--- config.mk ---
export PLATFORM = sky130hd
export DESIGN_NAME = spi_sram_slave
export DESIGN_NICKNAME = d
export VERILOG_FILES = /design/src/rtl/spi_mem_pkg.sv /design/src/rtl/spi_pin_sampler.sv /design/src/rtl/spi_rx_shifter.sv /design/src/rtl/spi_tx_shifter.sv /design/src/rtl/spi_sram_slave.sv
export SDC_FILE = /design/constraint.sdc
export NUM_CORES = 1
export LEC_CHECK = 0
export BUFFER_PORTS_ARGS = -buffer_cell sky130_fd_sc_hd__buf_2
export CAP_MARGIN = 20
export CORE_AREA = 4 4 129 131
export CTS_CLUSTER_DIAMETER = 80
export CTS_CLUSTER_SIZE = 25
export DETAILED_ROUTE_END_ITERATION = 7
export DIE_AREA = 0 0 133 135
export GPL_TIMING_DRIVEN = 0
export PLACE_DENSITY = 0.55
export SYNTH_ARGS = -nofsm -noshare
export SYNTH_HDL_FRONTEND = slang
export SYNTH_HIERARCHICAL = 1
export SYNTH_SLANG_ARGS = --single-unit
export TNS_END_PERCENT = 10
--- constraint.sdc ---
create_clock -name clk -period 5.9 [get_ports clk]
set_clock_uncertainty 0.1 [all_clocks]
set_input_delay 0.295 -clock clk [delete_from_list [all_inputs] [get_ports clk]]
set_output_delay 0.295 -clock clk [all_outputs]
set_load 0.02 [all_outputs]
--- src/rtl/spi_mem_pkg.sv ---
package spi_mem_pkg;
  localparam int BYTE_W = 8;

  localparam logic [7:0] CMD_WRSR  = 8'h01;
  localparam logic [7:0] CMD_WRITE = 8'h02;
  localparam logic [7:0] CMD_READ  = 8'h03;
  localparam logic [7:0] CMD_WRDI  = 8'h04;
  localparam logic [7:0] CMD_RDSR  = 8'h05;
  localparam logic [7:0] CMD_WREN  = 8'h06;

  typedef enum logic [2:0] {
    PH_CMD, PH_ADDR, PH_WDATA, PH_RDATA, PH_SRWR, PH_SRRD, PH_DONE, PH_LOCK
  } phase_e;

  // Block-protect decode from the two top address bits.
  function automatic logic is_protected(input logic [1:0] bp, input logic [1:0] top2);
    case (bp)
      2'b00:   is_protected = 1'b0;
      2'b01:   is_protected = (top2 == 2'b11);
      2'b10:   is_protected = top2[1];
      default: is_protected = 1'b1;
    endcase
  endfunction
endpackage

--- src/rtl/spi_pin_sampler.sv ---
module spi_pin_sampler (
  input  logic clk,
  input  logic rst_n,
  input  logic sck,
  input  logic cs_n,
  input  logic si,
  input  logic hold_n,
  output logic sck_rise,
  output logic sck_fall,
  output logic cs_fall,
  output logic sel,
  output logic hold_ok,
  output logic si_s
);
  logic sck_q, sck_d, cs_q, cs_d, si_q, hold_q;

  always_ff @(posedge clk or negedge rst_n) begin
    if (!rst_n) begin
      sck_q  <= 1'b0;
      sck_d  <= 1'b0;
      cs_q   <= 1'b0;
      cs_d   <= 1'b0;
      si_q   <= 1'b0;
      hold_q <= 1'b1;
    end else begin
      sck_q  <= sck;
      sck_d  <= sck_q;
      cs_q   <= cs_n;
      cs_d   <= cs_q;
      si_q   <= si;
      hold_q <= hold_n;
    end
  end

  logic active;
  assign active   = ~cs_q & hold_q;
  assign sck_rise = active & sck_q & ~sck_d;
  assign sck_fall = active & ~sck_q & sck_d;
  assign cs_fall  = cs_d & ~cs_q;
  assign sel      = ~cs_q;
  assign hold_ok  = hold_q;
  assign si_s     = si_q;
endmodule

--- src/rtl/spi_rx_shifter.sv ---
module spi_rx_shifter #(
  parameter int BYTE_W = 8
) (
  input  logic              clk,
  input  logic              rst_n,
  input  logic              clear,
  input  logic              shift_en,
  input  logic              din,
  output logic [BYTE_W-1:0] byte_q,
  output logic              byte_done
);
  localparam int CNT_W = $clog2(BYTE_W);
  localparam logic [CNT_W-1:0] LAST = CNT_W'(BYTE_W - 1);

  logic [CNT_W-1:0] cnt;

  always_ff @(posedge clk or negedge rst_n) begin
    if (!rst_n) begin
      cnt       <= '0;
      byte_q    <= '0;
      byte_done <= 1'b0;
    end else begin
      byte_done <= 1'b0;
      if (clear) begin
        cnt <= '0;
      end else if (shift_en) begin
        byte_q    <= {byte_q[BYTE_W-2:0], din};
        cnt       <= (cnt == LAST) ? '0 : cnt + 1'b1;
        byte_done <= (cnt == LAST);
      end
    end
  end
endmodule

--- src/rtl/spi_tx_shifter.sv ---
module spi_tx_shifter #(
  parameter int BYTE_W = 8
) (
  input  logic              clk,
  input  logic              rst_n,
  input  logic              load,
  input  logic [BYTE_W-1:0] load_val,
  input  logic              shift,
  input  logic              drive,
  output logic              so_data,
  output logic              so_oe
);
  logic [BYTE_W-1:0] sh;

  always_ff @(posedge clk or negedge rst_n) begin
    if (!rst_n) begin
      sh      <= '0;
      so_data <= 1'b0;
      so_oe   <= 1'b0;
    end else begin
      so_oe <= drive;
      if (load) begin
        sh <= load_val;
      end else if (shift) begin
        so_data <= sh[BYTE_W-1];
        sh      <= {sh[BYTE_W-2:0], 1'b0};
      end
    end
  end
endmodule

--- src/rtl/spi_sram_slave.sv ---
module spi_sram_slave
  import spi_mem_pkg::*;
#(
  parameter int ADDR_W = 16
) (
  input  logic              clk,
  input  logic              rst_n,
  input  logic              sck,
  input  logic              cs_n,
  input  logic              si,
  input  logic              hold_n,
  output logic              so_data,
  output logic              so_oe,
  output logic [ADDR_W-1:0] mem_addr,
  output logic [BYTE_W-1:0] mem_wdata,
  output logic              mem_we,
  output logic              mem_re,
  input  logic [BYTE_W-1:0] mem_rdata
);
  localparam int ADDR_BYTES = (ADDR_W + BYTE_W - 1) / BYTE_W;
  localparam int ASH_W      = ADDR_BYTES * BYTE_W;
  localparam int AB_W       = $clog2(ADDR_BYTES);
  localparam logic [AB_W-1:0] AB_LAST = AB_W'(ADDR_BYTES - 1);

  logic sck_rise, sck_fall, cs_fall, sel, hold_s, si_s;
  logic armed;
  logic [BYTE_W-1:0] rx_byte;
  logic byte_done;

  spi_pin_sampler u_pins (
    .clk, .rst_n, .sck, .cs_n, .si, .hold_n,
    .sck_rise, .sck_fall, .cs_fall, .sel, .hold_ok(hold_s), .si_s
  );

  spi_rx_shifter #(.BYTE_W(BYTE_W)) u_rx (
    .clk, .rst_n,
    .clear(~sel), .shift_en(sck_rise & armed), .din(si_s),
    .byte_q(rx_byte), .byte_done
  );

  phase_e state;
  logic is_rd, wcmd, wel, re_d;
  logic [1:0] bp;
  logic [ASH_W-BYTE_W-1:0] addr_sh;
  logic [AB_W-1:0] abyte;
  logic [ADDR_W-1:0] cur_addr;
  logic [ASH_W-1:0] addr_full;
  logic [ADDR_W-1:0] addr_new;
  logic [BYTE_W-1:0] status_byte;

  assign addr_full   = {addr_sh, rx_byte};
  assign addr_new    = addr_full[ADDR_W-1:0];
  assign status_byte = {{(BYTE_W-4){1'b0}}, bp, wel, 1'b0};

  always_ff @(posedge clk or negedge rst_n) begin
    if (!rst_n) begin
      state     <= PH_CMD;
      armed     <= 1'b0;
      is_rd     <= 1'b0;
      wcmd      <= 1'b0;
      wel       <= 1'b0;
      bp        <= 2'b00;
      addr_sh   <= '0;
      abyte     <= '0;
      cur_addr  <= '0;
      mem_addr  <= '0;
      mem_wdata <= '0;
      mem_we    <= 1'b0;
      mem_re    <= 1'b0;
      re_d      <= 1'b0;
    end else begin
      mem_we <= 1'b0;
      mem_re <= 1'b0;
      re_d   <= mem_re;
      if (cs_fall) armed <= 1'b1;
      if (!sel) begin
        state <= PH_CMD;
        if (wcmd) wel <= 1'b0;
        wcmd  <= 1'b0;
      end else if (byte_done) begin
        unique case (state)
          PH_CMD: begin
            abyte <= '0;
            case (rx_byte)
              CMD_WREN:  begin wel <= 1'b1; state <= PH_DONE; end
              CMD_WRDI:  begin wel <= 1'b0; state <= PH_DONE; end
              CMD_RDSR:  state <= PH_SRRD;
              CMD_WRSR:  begin wcmd <= 1'b1; state <= PH_SRWR; end
              CMD_READ:  begin is_rd <= 1'b1; state <= PH_ADDR; end
              CMD_WRITE: begin is_rd <= 1'b0; wcmd <= 1'b1; state <= PH_ADDR; end
              default:   state <= PH_LOCK;
            endcase
          end
          PH_ADDR: begin
            addr_sh <= addr_full[ASH_W-BYTE_W-1:0];
            abyte   <= abyte + 1'b1;
            if (abyte == AB_LAST) begin
              if (is_rd) begin
                mem_addr <= addr_new;
                mem_re   <= 1'b1;
                cur_addr <= addr_new + 1'b1;
                state    <= PH_RDATA;
              end else begin
                cur_addr <= addr_new;
                state    <= PH_WDATA;
              end
            end
          end
          PH_WDATA: begin
            mem_addr  <= cur_addr;
            mem_wdata <= rx_byte;
            mem_we    <= wel && !is_protected(bp, cur_addr[ADDR_W-1:ADDR_W-2]);
            cur_addr  <= cur_addr + 1'b1;
          end
          PH_RDATA: begin
            mem_addr <= cur_addr;
            mem_re   <= 1'b1;
            cur_addr <= cur_addr + 1'b1;
          end
          PH_SRWR: begin
            if (wel) bp <= rx_byte[3:2];
            state <= PH_DONE;
          end
          default: ;
        endcase
      end
    end
  end

  logic reading, tx_load;
  logic [BYTE_W-1:0] tx_val;
  assign reading = (state == PH_RDATA) || (state == PH_SRRD);

  always_comb begin
    tx_load = re_d;
    tx_val  = mem_rdata;
    if (!re_d && sel && byte_done &&
        ((state == PH_CMD && rx_byte == CMD_RDSR) || state == PH_SRRD)) begin
      tx_load = 1'b1;
      tx_val  = status_byte;
    end
  end

  spi_tx_shifter #(.BYTE_W(BYTE_W)) u_tx (
    .clk, .rst_n,
    .load(tx_load), .load_val(tx_val),
    .shift(sck_fall & reading),
    .drive(sel & hold_s & reading),
    .so_data, .so_oe
  );

  p_so_after_fall_r1: assert property (@(posedge clk) disable iff (!rst_n)
    !$stable(so_data) |-> $past(sck_fall));
  p_desel_hiz_r5: assert property (@(posedge clk) disable iff (!rst_n)
    !sel |=> !so_oe);
  p_unarmed_idle_r6: assert property (@(posedge clk) disable iff (!rst_n)
    !armed |-> (!mem_we && !mem_re));
  p_lock_quiet_r7: assert property (@(posedge clk) disable iff (!rst_n)
    (state == PH_LOCK) |=> (!so_oe && !mem_we && !mem_re));
  p_hold_hiz_r8: assert property (@(posedge clk) disable iff (!rst_n)
    !hold_s |=> !so_oe);
  p_bp_needs_wel_r9: assert property (@(posedge clk) disable iff (!rst_n)
    !wel |=> $stable(bp));
  p_write_needs_wel_r10: assert property (@(posedge clk) disable iff (!rst_n)
    mem_we |-> $past(wel));
  p_no_protected_write_r11: assert property (@(posedge clk) disable iff (!rst_n)
    mem_we |-> !is_protected(bp, mem_addr[ADDR_W-1:ADDR_W-2]));
endmodule

==> impl_metrics.toml, run 1 <==
[die]
coreArea_mm2 = 0.0156
die_w_um = 133
die_h_um = 135
rows = 46
boundaryPins = 42
initial_core_util_pct = 29.4
dieArea_mm2 = 0.0180

[clock_tree]
cts_setup_buffers = 0
cts_resized = 0
cts_buffer_depth = 2
cts_root_buf = "clkbuf_16"
cts.sinks = 89
hold_buffers = 5
numCtsBuffers = 9
htree_num_levels = 3
cts_tree = "built"
clkTransAtPathRegs_ps = 60
clk_latency_ps = 350

[timing]
post-route-min-period_ps = 2630
clock.fmax_mhz = 380
hold_ws_ps = 176
slew_headroom_pct = 53.8
hold_viol = 0
worstMarginPinSlew_ps = 675
tns_ps = 0
fin_crit_sh_pct = 44.6
final-setup-viol-count = 0
rsz0062_at_grt = "no"
finalMaxSlewViolations = 0

[detailed_routing]
vias_per_cell = 4.80
vias = 3552
antenna_left = 0
drtIter0Drc = 274
wl_per_cell_um = 15.5
drt_wl_total_um = 11500
drcViolationCount = 0
firstDrtPassIters = 4

[power_and_ir_drop]
max-vdd-ir-drop_mv = 0.138
power.density_mw_per_mm2 = 233
cellLeakagePower_nw = 2.36

[setup_path]
cp-startpoint = "u_rx/byte_q[0]"
cp_slowest_cell = "dfrtp_1"
cp-end-kind = "register"
r2r-start = "u_rx/byte_q[0]"
cp_cell_sequence = "ha_1 > nand2_1 > nor3_1 > a32oi_1 > o21bai_1 > nand2b_4 > mux2_4"
crit_path_start_kind = "register"
cp.arrival_ps = 2750
crit_type = "register to register"
cp.required_ps = 6020
crit_fanout = 11
slowest_delay_ps = 650

[logic_synthesis]
syn_nets = 483
async_flop_share_pct = 100
ys_seq_area_share_pct = 48.7
synth-edff-count = 0
synth_ff_type = "dfrtp_1"
avgSynthCellArea_um2 = 9.91
synth-seq-cells = 89
syn_area_mm2 = 0.00458
synth_cells = 462
yosysWarnings = 6
synth_cell_type_count = 56

[grt]
grt-ovfl-total = 0
grt_max_degree = 59
grt_usage_pct = 13.3
antenna_found_initial = 0
grt_pass1_vias = 3600
grt_pass1_wl_um = 19100

[final_layout]
antenna_cells = 0
drive_above_1_share_pct = 22.3
finish.instance_area_mm2 = 0.00542
fin_nets = 541
nFillCells = 1592
finalCoreUtilization_pct = 34.7
syn_to_final_growth_pct = 18.3

[min_path]
hold_path.class = "input pin to register"
min_from = "mem_rdata[5]"

[run]
cap_violations = 0

[placed_design]
hpwl_um = 8450
io_buffers = 41
dpl_cell_area_mm2 = 0.00508
place.gp.congestion = 0.872

[status]
outcome = "complete, no violations"
[worst max-delay path: cells and delay by family (launching register included)]
| kind | cells | cell delay (ps) |
|---|---|---|
| AOI/OAI and AO/OA | 2 | 680 |
| muxes | 1 | 290 |
| adders and majority gates | 1 | 340 |
| and+or+nand+nor | 3 | 460 |
| DFF | 1 | 650 |
[per-layer routing]
layer,track usage [%],routed length (µm)
met5,0,0
met1,18.4,5580
met3,3.69,530
met4,3.93,141
met2,20.5,5200
[power by group]
| group | internal (mW) | switching (mW) |
|---|---|---|
| clock network | 0.315 | 0.231 |
| logic | 0.0338 | 0.0472 |
| registers | 0.618 | 0.0188 |
| total | 0.967 | 0.297 |
[cell type report]
cell class              instances  area, µm²  area share, %
flip-flops and latches         89       2230           41.2
well taps                     216        270           4.99
inverters                       8       30.0          0.555
clock buffers                  12        267           4.92
repair buffers                 47        285           5.27
clock inverters                 3       15.0          0.277
plain buffers                  25        145           2.68
multi-input cells             340       2170           40.2
[cell usage after synthesis, drive strengths merged, types with 9 or more instances]
cell type	count	area, µm²
mux2i	12	120
nor3	16	85.1
a21oi	28	140
clkbuf	10	37.5
xnor2	11	96.3
dfrtp	88	2200
mux2	29	372
nand2	65	246
nand3	16	80.1
and2	9	56.3
a31oi	18	113
nor2	42	163
o21ai	24	120
buf	15	108
[final timing paths]
check                           cells after the start      endpoint  slack [ps]
max in group asynchronous                           3  mem_wdata[4]        4720
worst min-delay path                                4    u_tx/sh[5]         180
worst max-delay path                                7  u_tx/so_data        3270
worst min register to register                      0          re_d         280
worst max register to register                      7  u_tx/so_data        3270
min in group asynchronous                           2    u_tx/sh[7]         350
[layout by cell type, fill, tap and decap left out, types with 3 or more instances in the layout]
cell	instances
dfrtp_1	88
nand2_1	64
buf_2	50
nor2_1	40
a21oi_1	28
o21ai_0	19
a31oi_1	18
mux2_2	17
nand3_1	16
nor3_1	15
mux2_4	12
mux2i_1	12
xnor2_1	11
clkbuf_1	10
and2_1	9
clkbuf_16	9
inv_1	8
nand2b_1	7
ha_1	7
nand4_1	6
or3_1	5
xor2_1	5
dlygate4sd3_1	5
o21ai_1	5
o211ai_1	4
buf_4	3
nor4_1	3
o221a_2	3
clkbuf_8	3
clkinv_2	3
[metrics by stage]
step / worst slack (ps) / power [mW] / instances
floorplan: 3700 / 0.686 / 462
global placement: 3260 / 0.722 / 719
detailed placement: 3280 / 0.727 / 720
CTS: 3270 / 1.28 / 740
global route: 3050 / 1.32 / 740
finish: 3270 / 1.26 / 740
[state kept, by name, summed over array words and instances (netlist names), 2 cells and up]
name / count
bp: 2
u_tx/sh: 8
addr_sh: 8
state: 3
mem_wdata: 8
mem_addr: 16
cur_addr: 16
u_rx/cnt: 3
u_rx/byte_q: 8
[cell families (layout without fill, tap and decap cells)]
kind of cell | after synthesis | after routing | synth area share, %
compound gates | 92 | 92 | 12.1
fa+ha+maj | 7 | 7 | 1.91
flops | 89 | 89 | 48.7
buf+inv | 33 | 95 | 3.83
xor+xnor | 16 | 16 | 3.06
mux | 41 | 41 | 10.7
simple gates | 184 | 184 | 19.7
No activity file was read; power rests on OpenSTA's default activity.
==> run 2, diff against run 1 <==
ABC_AREA = 1   (was unset)
CORE_AREA = 4 4 134 136   (was 4 4 129 131)
DIE_AREA = 0 0 138 140   (was 0 0 133 135)
clock period = 2.7 ns   (was 5.9 ns; I/O delays follow)
==> run 2 against run 1 <==
Effect of this change: combinational power is 110% higher; sequential power is 120% higher; clock power is 140% higher; critical path type unchanged; largest power group unchanged.
==> impl_metrics.toml, run 2 <==
[timing]
slew_headroom_pct = 60.9
worstMarginPinSlew_ps = 586
final-setup-viol-count = 0
clock.fmax_mhz = 455
hold_viol = 0
post-route-min-period_ps = 2200
finalMaxSlewViolations = 0
rsz0062_at_grt = "no"
tns_ps = 0
fin_crit_sh_pct = 81.5

[power_and_ir_drop]
cellLeakagePower_nw = 2.71
max-vdd-ir-drop_mv = 0.303
power.density_mw_per_mm2 = 492

[clock_tree]
htree_num_levels = 3
clk_latency_ps = 350
cts_tree = "built"
cts_setup_buffers = 0
clkTransAtPathRegs_ps = 60
cts_buffer_depth = 2
cts.sinks = 89
cts_root_buf = "clkbuf_16"
numCtsBuffers = 9

[die]
dieArea_mm2 = 0.0193
die_w_um = 138
coreArea_mm2 = 0.0169
die_h_um = 140
rows = 48
initial_core_util_pct = 29.1
boundaryPins = 42

[logic_synthesis]
synth_top_area_share_pct = 44.7
synth_cell_type_count = 40
synth_most_common_cell = "nand2_1"
syn_nets = 683
synth_cells = 662
synth-edff-count = 0
ys_top_cells_by_count = "214 x nand2_1, 88 x dfrtp_1, 67 x nor2_1"
synth_area_leaders = "dfrtp_1 45%, nand2_1 16%, nand3_1 6.3%, o21ai_0 6.2%, nor2_1 5.1%"
yosysWarnings = 6
synth-seq-cells = 89
synth_ff_type = "dfrtp_1"
ys_seq_area_share_pct = 45.2
syn_area_mm2 = 0.00493
async_flop_share_pct = 100
avgSynthCellArea_um2 = 7.45
yosysTopAreaCell = "dfrtp_1"

[final_layout]
syn_to_final_growth_pct = 18.3
largest_registers = "cur_addr x16, mem_addr x16"
finish.instance_area_mm2 = 0.00583
fin_nets = 743
drive_above_1_share_pct = 14.9
nFillCells = 1864
layout_commonest_cell = "nand2_1"
antenna_cells = 0
most-common-layout-cells = "214 x nand2_1, 88 x dfrtp_1, 67 x nor2_1"

[grt]
grt_pass1_vias = 4204
antenna_found_initial = 0
grt_pass1_wl_um = 21700
grt_max_degree = 52
grt-ovfl-total = 0
grt_usage_pct = 13.7

[detailed_routing]
firstDrtPassIters = 5
vias = 4396
drt_wl_total_um = 13000
drcViolationCount = 0
antenna_left = 0
wl_per_cell_um = 13.7
vias_per_cell = 4.62
drtIter0Drc = 392

[min_path]
hold_path.class = "input pin to register"

[setup_path]
crit_path_start_kind = "register"
crit_type = "register to register"
cp.arrival_ps = 2330
crit_fanout = 10
cp.required_ps = 2830
cp-end-kind = "register"

[placed_design]
hpwl_um = 9580
place.gp.congestion = 0.920
io_buffers = 41
dpl_cell_area_mm2 = 0.00545

[status]
outcome = "complete, no violations"

[run]
cap_violations = 0
## run 2: cell types whose count changed in the layout (fill, tap and decap cells not counted), moves of 11 or more
cell | before | now
a31oi_1 | 18 | 3
nor2_1 | 40 | 67
mux2_2 | 17 | 0
nand2_1 | 64 | 214
o21ai_0 | 19 | 61
nor3_1 | 15 | 3
mux2_4 | 12 | 0
xnor2_1 | 11 | 0
mux2i_1 | 12 | 0
inv_1 | 8 | 55
a21oi_1 | 28 | 14
nand3_1 | 16 | 62
## run 2: critical path: stages, from the launching register on
cell     delay [ps]
dfrtp_1         460
inv_1           190
ha_1            230
nand2_1          70
nor2_1          160
nand3_1         110
o21ai_2         110
nand3_2         140
nand2_1         100
buf_6           160
inv_2           100
nand3_1          80
nand3_1          80
## run 2: area by class of cell
cell class	instances	area, µm²	area share, %
clock inverter	4	50.0	0.858
tap	225	282	4.83
timing repair buffer	49	305	5.23
sequential	89	2230	38.2
clock buffer	12	267	4.57
inverter	64	241	4.14
buffer	22	153	2.62
multi-input combinational	487	2310	39.6
## run 2: timing repair
action | 4_1_cts | 5_1_grt
hold endpoints to repair | 44 | 0
hold buffers | 7 | 0
gates resized for setup | 0 | 0
## run 2: worst paths after layout
kind | from | endpoint | slack [ps] | depth (start not counted)
setup / recovery | u_rx/byte_q[1] | u_tx/sh[2] | 500 | 12
min in group asynchronous | rst_n | mem_addr[8] | 210 | 2
hold / removal | mem_rdata[5] | u_tx/sh[5] | 20 | 5
setup reg to reg | u_rx/byte_q[1] | u_tx/sh[2] | 500 | 12
max in group asynchronous | rst_n | u_pins/hold_ok | 1600 | 3
hold reg to reg | mem_re | re_d | 280 | 0
## run 2: report_power, final
part	total (mW)	leakage (nW)	switching, mW	internal, mW
registers	1.37	1.18	0.0271	1.35
logic	0.170	1.38	0.108	0.0615
clock network	1.33	0.151	0.536	0.792
## run 2: stage by stage
step	hold slack (ps)	power (mW)	util (%)	std cells	setup WS, ps
3_3_place_gp	140	1.56	32.0	928	478
4_1_cts	4.59	2.91	34.4	952	487
2_1_floorplan	-261	1.48	-	662	866
5_1_grt	39.9	2.99	34.4	952	282
3_5_place_dp	60.9	1.56	32.2	929	504
6_report	18.1	2.87	34.4	952	500
## run 2: kinds of logic (layout without fill, tap and decap cells)
group | Yosys count | after routing | synth area share, %
XOR/XNOR | 6 | 6 | 1.07
AND/OR/NAND/NOR | 378 | 378 | 32.9
AO/OA/AOI/OAI | 96 | 96 | 11.0
buffers and inverters | 86 | 151 | 7.99
adder cells (fa/ha/maj) | 7 | 7 | 1.78
flip-flops | 89 | 89 | 45.2
## run 2: routing by layer
metal	track usage, %	vias to the layer above	routed length (µm)
li1	-	2256	-
met4	5.56	0	278
met5	0	-	0
met1	19.5	2014	6500
met2	20.8	109	5550
met3	2.36	17	683
==> run 3, diff against run 2 <==
clock period = 2.16 ns   (was 2.7 ns; I/O delays follow)
==> run 3 against run 2 <==
Effect of this change: critical path depth shrank 1; highest routed layer unchanged; global-route usage is 0.094 points higher; count of clock-buffer cells in the layout stayed put; design area rose by 1.8%.
==> impl_metrics.toml, run 3 (synthesized netlist as in run 2, its figures left out) <==
[setup_path]
cp.arrival_ps = 2110
crit_path_start_kind = "register"
crit_fanout = 10
cp-end-kind = "register"
crit_type = "register to register"
cp.required_ps = 2290

[detailed_routing]
antenna_left = 0
vias_per_cell = 4.59
vias = 4419
firstDrtPassIters = 5
drtIter0Drc = 395
drcViolationCount = 0
drt_wl_total_um = 13100
wl_per_cell_um = 13.6

[clock_tree]
cts.sinks = 89
htree_num_levels = 3
clkTransAtPathRegs_ps = 60
cts_buffer_depth = 2
numCtsBuffers = 9
clk_latency_ps = 350
cts_root_buf = "clkbuf_16"
cts_tree = "built"

[final_layout]
layout_commonest_cell = "nand2_1"
syn_to_final_growth_pct = 20.5
antenna_cells = 0
final_cells = 962
fin_nets = 753
nFillCells = 1859
most-common-layout-cells = "214 x nand2_1, 81 x dfrtp_1, 66 x nor2_1"
largest_registers = "cur_addr x16, mem_addr x16"
finish.instance_area_mm2 = 0.00594
drive_above_1_share_pct = 16.6

[placed_design]
io_buffers = 41
placed_cells = 929
hpwl_um = 9580
dpl_cell_area_mm2 = 0.00545
place.gp.congestion = 0.920

[die]
coreArea_mm2 = 0.0169
initial_core_util_pct = 29.1
dieArea_mm2 = 0.0193
die_h_um = 140
boundaryPins = 42
die_w_um = 138
rows = 48

[power_and_ir_drop]
max-vdd-ir-drop_mv = 0.378
power.density_mw_per_mm2 = 608
cellLeakagePower_nw = 2.75

[grt]
grt_usage_pct = 13.8
antenna_found_initial = 0
grt_util_met1_pct = 19.6
grt_use_met2_pct = 21.0
grt_use_met3_pct = 2.29
grt_pass1_vias = 4237
grt-ovfl-total = 0
grt_max_degree = 52
busiest_layer = "met2"
grt_pass1_wl_um = 21800

[run]
cap_violations = 0

[timing]
clock.fmax_mhz = 504
hold_ws_ps = 180
hold_viol = 0
worstMarginPinSlew_ps = 576
post-route-min-period_ps = 1980
fin_crit_sh_pct = 91.9
finalMaxSlewViolations = 0
slew_headroom_pct = 61.6
rsz0062_at_grt = "no"
final-setup-viol-count = 0

[min_path]
hold_path.class = "input pin to async pin"

[status]
outcome = "complete, no violations"
## run 3: cell count changes in the layout (fill, tap and decap cells not counted)
cell / previous run / this run
ha_2: 0 / 1
buf_4: 7 / 11
inv_1: 55 / 54
inv_4: 0 / 1
nor2_2: 2 / 3
ha_1: 7 / 6
dfrtp_1: 88 / 81
dlygate4sd3_1: 7 / 13
nor2_1: 67 / 66
dfrtp_2: 0 / 7
## run 3: worst paths after layout
path	start	endpoint	slack, ps	cells after the start
max	u_rx/byte_q[7]	u_tx/sh[2]	180	11
max reg2reg	u_rx/byte_q[7]	u_tx/sh[2]	180	11
min	rst_n	mem_addr[8]	180	2
min in group clk	mem_re	re_d	270	0
min reg2reg	mem_re	re_d	270	0
max in group asynchronous	rst_n	u_pins/hold_ok	1090	3
## run 3: power breakdown
part | switching, mW | total (mW) | internal [mW]
registers | 0.0269 | 1.71 | 1.69
logic | 0.146 | 0.239 | 0.0928
clock network | 0.667 | 1.66 | 0.989
## run 3: critical path: stages, from the launching register on
cell and delay [ps]:
dfrtp_2 480, nor2_1 140, nand2_1 120, nor2_2 160
nand3_1 100, o21ai_2 110, nand3_2 140, nand2_1 90
buf_6 160, inv_2 100, nand3_1 80, nand3_1 80
## run 3: per-layer routing
layer	routed length [µm]	part of all wire (%)
met5	0	0
met3	606	4.6
met1	6540	50
met2	5670	43
met4	269	2.1
## run 3: through the flow
stage	total power [mW]	TNS (ps)	setup slack [ps]	utilization, %
floorplan	1.85	0	326	-
global placement	1.95	-2500	-35.4	32.0
detailed placement	1.95	-176	-36.4	32.2
CTS	3.65	0	5.97	34.8
global route	3.76	0	9.59	35.1
finish	3.61	0	176	35.1
## run 3: area by class of cell
type / instances / area [µm²] / share of cell area, %
Buffer: 22 / 153 / 2.57
Clock buffer: 12 / 267 / 4.49
Clock inverter: 4 / 50.0 / 0.843
Inverter: 64 / 244 / 4.11
Multi-Input combinational cell: 487 / 2310 / 38.9
Sequential cell: 89 / 2240 / 37.7
Tap cell: 225 / 282 / 4.74
Timing Repair Buffer: 59 / 395 / 6.66
## run 3: repair_timing
item,CTS,global route
setup buffers,0,4
hold buffers,13,0
pin swaps,0,1
endpoints found under the hold margin,50,0
resized for setup,2,9
endpoints found under the setup margin,7,11
